`src/rtl/cseg_pkg.sv`:
```
package cseg_pkg;
  localparam int PL_W   = 2;
  localparam int TYPE_W = 4;
  localparam int CODE_BIT = 3;
  localparam int CONF_BIT = 2;

  typedef enum logic [1:0] {
    FLT_NONE = 2'd0,
    FLT_GP   = 2'd1,
    FLT_NP   = 2'd2
  } fault_e;

  typedef enum logic [1:0] {
    MODE_LEGACY = 2'd0,
    MODE_COMPAT = 2'd1,
    MODE_64     = 2'd2
  } mode_e;

  typedef struct packed {
    logic              valid;
    logic              seg;
    logic [TYPE_W-1:0] typ;
    logic [PL_W-1:0]   dpl;
    logic              present;
    logic              l;
    logic              db;
  } desc_t;
endpackage

```
`src/rtl/cseg_state.sv`:
```
module cseg_state
  import cseg_pkg::*;
#(
  parameter int SEL_W = 16
) (
  input  logic             clk_i,
  input  logic             rst_ni,
  input  logic             req_i,
  input  fault_e           fault_i,
  input  mode_e            mode_i,
  input  logic [SEL_W-1:0] sel_i,
  input  logic [PL_W-1:0]  cpl_i,
  output logic             done_o,
  output fault_e           fault_o,
  output logic [SEL_W-1:0] err_code_o,
  output logic [SEL_W-1:0] cs_sel_o,
  output logic             cs_valid_o,
  output mode_e            mode_o,
  output logic             flush_o
);
  logic ok;
  assign ok = (fault_i == FLT_NONE);

  always_ff @(posedge clk_i or negedge rst_ni) begin
    if (!rst_ni) begin
      done_o     <= 1'b0;
      flush_o    <= 1'b0;
      fault_o    <= FLT_NONE;
      err_code_o <= '0;
      cs_sel_o   <= '0;
      cs_valid_o <= 1'b0;
      mode_o     <= MODE_LEGACY;
    end else begin
      done_o  <= req_i;
      flush_o <= req_i && ok;
      if (req_i) begin
        fault_o    <= fault_i;
        err_code_o <= ok ? '0 : {sel_i[SEL_W-1:PL_W], {PL_W{1'b0}}};
        if (ok) begin
          cs_sel_o   <= {sel_i[SEL_W-1:PL_W], cpl_i};
          cs_valid_o <= 1'b1;
          mode_o     <= mode_i;
        end
      end
    end
  end

  p_flush_ok_r9: assert property (@(posedge clk_i) disable iff (!rst_ni)
    flush_o |-> (done_o && fault_o == FLT_NONE));
  p_err_low_r6: assert property (@(posedge clk_i) disable iff (!rst_ni)
    (done_o && fault_o != FLT_NONE) |-> (err_code_o[PL_W-1:0] == '0));
  p_sel_rpl_r7: assert property (@(posedge clk_i) disable iff (!rst_ni)
    flush_o |-> (cs_sel_o[PL_W-1:0] == $past(cpl_i) && cs_valid_o));
  p_hold_fault_r9: assert property (@(posedge clk_i) disable iff (!rst_ni)
    (done_o && fault_o != FLT_NONE) |-> ($stable(cs_sel_o) && $stable(mode_o)));
  p_done_r10: assert property (@(posedge clk_i) disable iff (!rst_ni)
    req_i |=> done_o);
endmodule

```
`config.mk`:
```
export PLATFORM = sky130hd
export DESIGN_NAME = cseg_state
export DESIGN_NICKNAME = d
export VERILOG_FILES = /design/src/rtl/cseg_pkg.sv /design/src/rtl/cseg_state.sv
export SDC_FILE = /design/constraint.sdc
export NUM_CORES = 1
export LEC_CHECK = 0
export BUFFER_PORTS_ARGS = -buffer_cell sky130_fd_sc_hd__buf_2
export CAP_MARGIN = 0
export CORE_MARGIN = 5
export CORE_UTILIZATION = 41
export DETAILED_ROUTE_END_ITERATION = 12
export PLACE_DENSITY = 0.85
export SYNTH_ARGS = -nofsm -noshare
export SYNTH_HDL_FRONTEND = slang
export SYNTH_SLANG_ARGS = --single-unit
```
`constraint.sdc`:
```
create_clock -name clk_i -period 0.8 [get_ports clk_i]
set_clock_uncertainty 0.2 [all_clocks]
set_input_delay 0.04 -clock clk_i [delete_from_list [all_inputs] [get_ports clk_i]]
set_output_delay 0.04 -clock clk_i [all_outputs]
set_load 0.02 [all_outputs]
```
==> out/metrics.json <==
{
  "die_y_um": 68.8,
  "min-delay-path-class": "primary input to register",
  "syn-instance-count": 111,
  "power.static_leakage_nw": 1.20,
  "synth-seq-cells": 37,
  "dominant_cell_by_count_in_the_synthesized_netlist": "sky130_fd_sc_hd__dfrtp_1",
  "drt.antenna.violating_nets": 0,
  "start_util_pct": 42.5,
  "max_slew_vio_count": 0,
  "yosys_most_used_dff": "sky130_fd_sc_hd__dfrtp_1",
  "finalHoldWorstSlack_ns": -0.267,
  "drt_drc_violations_left": 0,
  "cp_slowest_stage_delay_ns": 0.41,
  "drt-wirelength-per-cell_um": 15.6,
  "detailedRoute.firstPassIterationCount": 4,
  "crit_buf_inv": 2,
  "cts_root_buf": "sky130_fd_sc_hd__clkbuf_4",
  "ctsLongestPathBuffers": 2,
  "layout.cell_area.non_filler_um2": 2460,
  "detailedRoute.firstIterationViolations": 36,
  "cp_data_required_time_ns": 0.56,
  "failed_checks": "hold timing, setup timing",
  "design.final.nets": 224,
  "grt.met3_usage_pct": 8.10,
  "detail_route.vias_per_cell": 4.68,
  "hold_viol_final": 60,
  "synth_top_cells_by_area": "sky130_fd_sc_hd__dfrtp_1 (65%), sky130_fd_sc_hd__mux2_1 (16%), sky130_fd_sc_hd__o22ai_1 (6.2%), sky130_fd_sc_hd__inv_1 (3.7%), sky130_fd_sc_hd__nand2_1 (3.7%)",
  "antenna_cells": 0,
  "critical-path-top-cell-by-count": "sky130_fd_sc_hd__buf_6",
  "setup_ws_ns": -0.416,
  "ios": 64,
  "start_kind": "register",
  "die_area_um2": 4730,
  "timing.final.crit_period_ns": 1.22,
  "max_freq_mhz": 822,
  "crit_chain": "buf_6 -> buf_6",
  "crit_slowest_cell": "sky130_fd_sc_hd__dfrtp_1",
  "grt_setup_unrepaired": "yes",
  "timing.max_cap.violations": 0,
  "grt_first_pass_wirelength_um": 5870,
  "global_route.usage.met2_pct": 29.8,
  "critical_path.top_delay_family": "flip-flops",
  "p_per_area_nw_per_um2": 2250,
  "worstSkewPairLatency_ns": 0.33,
  "final.setup.tns_ns": -18.81,
  "die_width_um": 68.8,
  "drt-total-wl_um": 3840,
  "layout_area_overhead_pct": 73.8,
  "timing.critical_path.arrival_ns": 0.98,
  "critical_path.max_fanout": 2,
  "power.ir.vdd_worst_mv": 1.49,
  "grt_overflow_total": 0,
  "synth_warnings": 0,
  "number_of_enable_type_register_cells_in_the_synthesized_netlist": 0,
  "cts.sink_count": 37,
  "synth_common_cells": "sky130_fd_sc_hd__dfrtp_1 (37), sky130_fd_sc_hd__mux2_1 (20), sky130_fd_sc_hd__inv_1 (14), sky130_fd_sc_hd__nand2_1 (14), sky130_fd_sc_hd__o22ai_1 (14)",
  "outcome": "complete, but fails checks",
  "yosysSeqAreaShare_pct": 65.3,
  "yosys.area.top_type": "sky130_fd_sc_hd__dfrtp_1",
  "netlist-cell-type-count": 12,
  "pin_count_of_the_biggest_net_entering_global_routing": 38,
  "asyncSetResetFlopFracSynth_pct": 100,
  "setup_viol": 72,
  "globalRouteMet1Util_pct": 19.6,
  "groute.usage.overall_pct": 17.6,
  "synth_area_per_cell_um2": 12.8,
  "path_class": "register to output pin",
  "cts-htree-levels": 2,
  "design.core.area_um2": 3340,
  "ctsHoldBuffers": 4,
  "netlist_area_um2": 1420,
  "yosys.area.top_type_share_pct": 65.3,
  "gp_congestion": 0.712,
  "final.period_utilization_pct": 152,
  "num_vias": 1152,
  "cts_buffers": 5,
  "tritoncts": "done",
  "share_of_final_layout_standard_cells_stronger_than_drive_strength_1_pct": 73.5,
  "postPlaceCellArea_um2": 1850,
  "timing.critical_path.to_type": "output pin",
  "std_cell_rows": 21,
  "place.detailed.hpwl_um": 2330,
  "grt_pass1_vias": 1210,
  "port-buffer-count": 59,
  "cts.clk_slew.worst_paths_ns": 0.11,
  "antenna_found_initial": 0,
  "globalRoute.busiestLayer": "met2"
}
==> flip-flops by register name (all words and copies together) (netlist names) <==
name        flops
cs_sel_o       16
cs_valid_o      1
done_o          1
err_code_o     14
fault_o         2
flush_o         1
mode_o          2
==> per-layer routing <==
| metal | up-vias | wire length (µm) |
|---|---|---|
| met4 | 0 | 60 |
| met1 | 558 | 1500 |
| li1 | 540 | - |
| met3 | 8 | 289 |
| met5 | - | 0 |
| met2 | 46 | 1990 |
==> cells by family (layout without fill, tap and decap cells) <==
logic type,Yosys count,count (layout),synth area share (%)
buf+inv,22,110,7.06
simple gates,17,17,5.30
mux,20,20,15.9
flops,37,37,65.3
compound gates,14,14,6.18
other cells,1,2,0.265
==> report_power, final <==
part,internal (mW),total (mW),switching (mW)
registers,2.14,2.36,0.217
clock network,0.747,1.37,0.619
logic,1.07,1.81,0.742
total,3.95,5.53,1.58
==> worst reg2reg max path: cells and delay by family (launching register included) <==
| kind | cells | cell delay, ns |
|---|---|---|
| buffers and inverters | 2 | 0.24 |
| muxes | 1 | 0.25 |
| DFF | 1 | 0.41 |
==> final timing paths <==
path | from | endpoint | slack [ns] | cells after the start
setup / recovery | cs_sel_o[11] | cs_sel_o[11] | -0.42 | 2
setup reg to reg | cs_sel_o[11] | cs_sel_o[11] | -0.41 | 3
max in group asynchronous | rst_ni | err_code_o[13] | 0.21 | 3
min in group asynchronous | rst_ni | fault_o[1] | -0.01 | 3
hold reg to reg | cs_valid_o | cs_valid_o | 0.34 | 1
hold / removal | cpl_i[0] | cs_sel_o[0] | -0.27 | 2
==> layout make-up <==
type	count	area, µm²
fill	228	873
timing repair buffer	88	820
tap	46	57.6
multi-input combinational	53	502
clock buffer	7	55.1
clock inverter	1	30.0
inverter	14	52.6
sequential	37	947
==> stage by stage <==
stage / std cells / power (mW) / hold slack, ns / worst slack, ns / util [%]
finish: 246 / 5.53 / -0.267 / -0.416 / 73.8
global route: 246 / 5.77 / -0.284 / -0.486 / 73.8
CTS: 235 / 5.37 / -0.280 / -0.429 / 70.0
detailed placement: 218 / 3.37 / -0.182 / -0.477 / 55.3
global placement: 218 / 3.33 / -0.185 / -0.429 / 55.3
floorplan: 112 / 2.90 / -0.456 / -0.248 / -
==> timing repair <==
action,in CTS,in global routing
endpoints found under the setup margin,72,72
endpoints found under the hold margin,73,56
gates resized for setup,112,11
setup buffers,5,11
gates cloned,0,0
==> placed cells by master (no fill, tap or decap) <==
cell / n
sky130_fd_sc_hd__buf_12: 1
sky130_fd_sc_hd__buf_2: 22
sky130_fd_sc_hd__buf_4: 10
sky130_fd_sc_hd__buf_6: 51
sky130_fd_sc_hd__bufinv_16: 1
sky130_fd_sc_hd__clkbuf_1: 1
sky130_fd_sc_hd__clkbuf_4: 5
sky130_fd_sc_hd__clkbuf_8: 1
sky130_fd_sc_hd__conb_1: 2
sky130_fd_sc_hd__dfrtp_1: 20
sky130_fd_sc_hd__dfrtp_2: 17
sky130_fd_sc_hd__dlygate4sd3_1: 4
sky130_fd_sc_hd__inv_2: 14
sky130_fd_sc_hd__mux2_4: 20
sky130_fd_sc_hd__nand2_1: 14
sky130_fd_sc_hd__nor2_1: 1
sky130_fd_sc_hd__nor3b_4: 1
sky130_fd_sc_hd__o22ai_1: 10
sky130_fd_sc_hd__o22ai_2: 4
sky130_fd_sc_hd__or2_1: 1
Power figures use the tool's default switching activity.
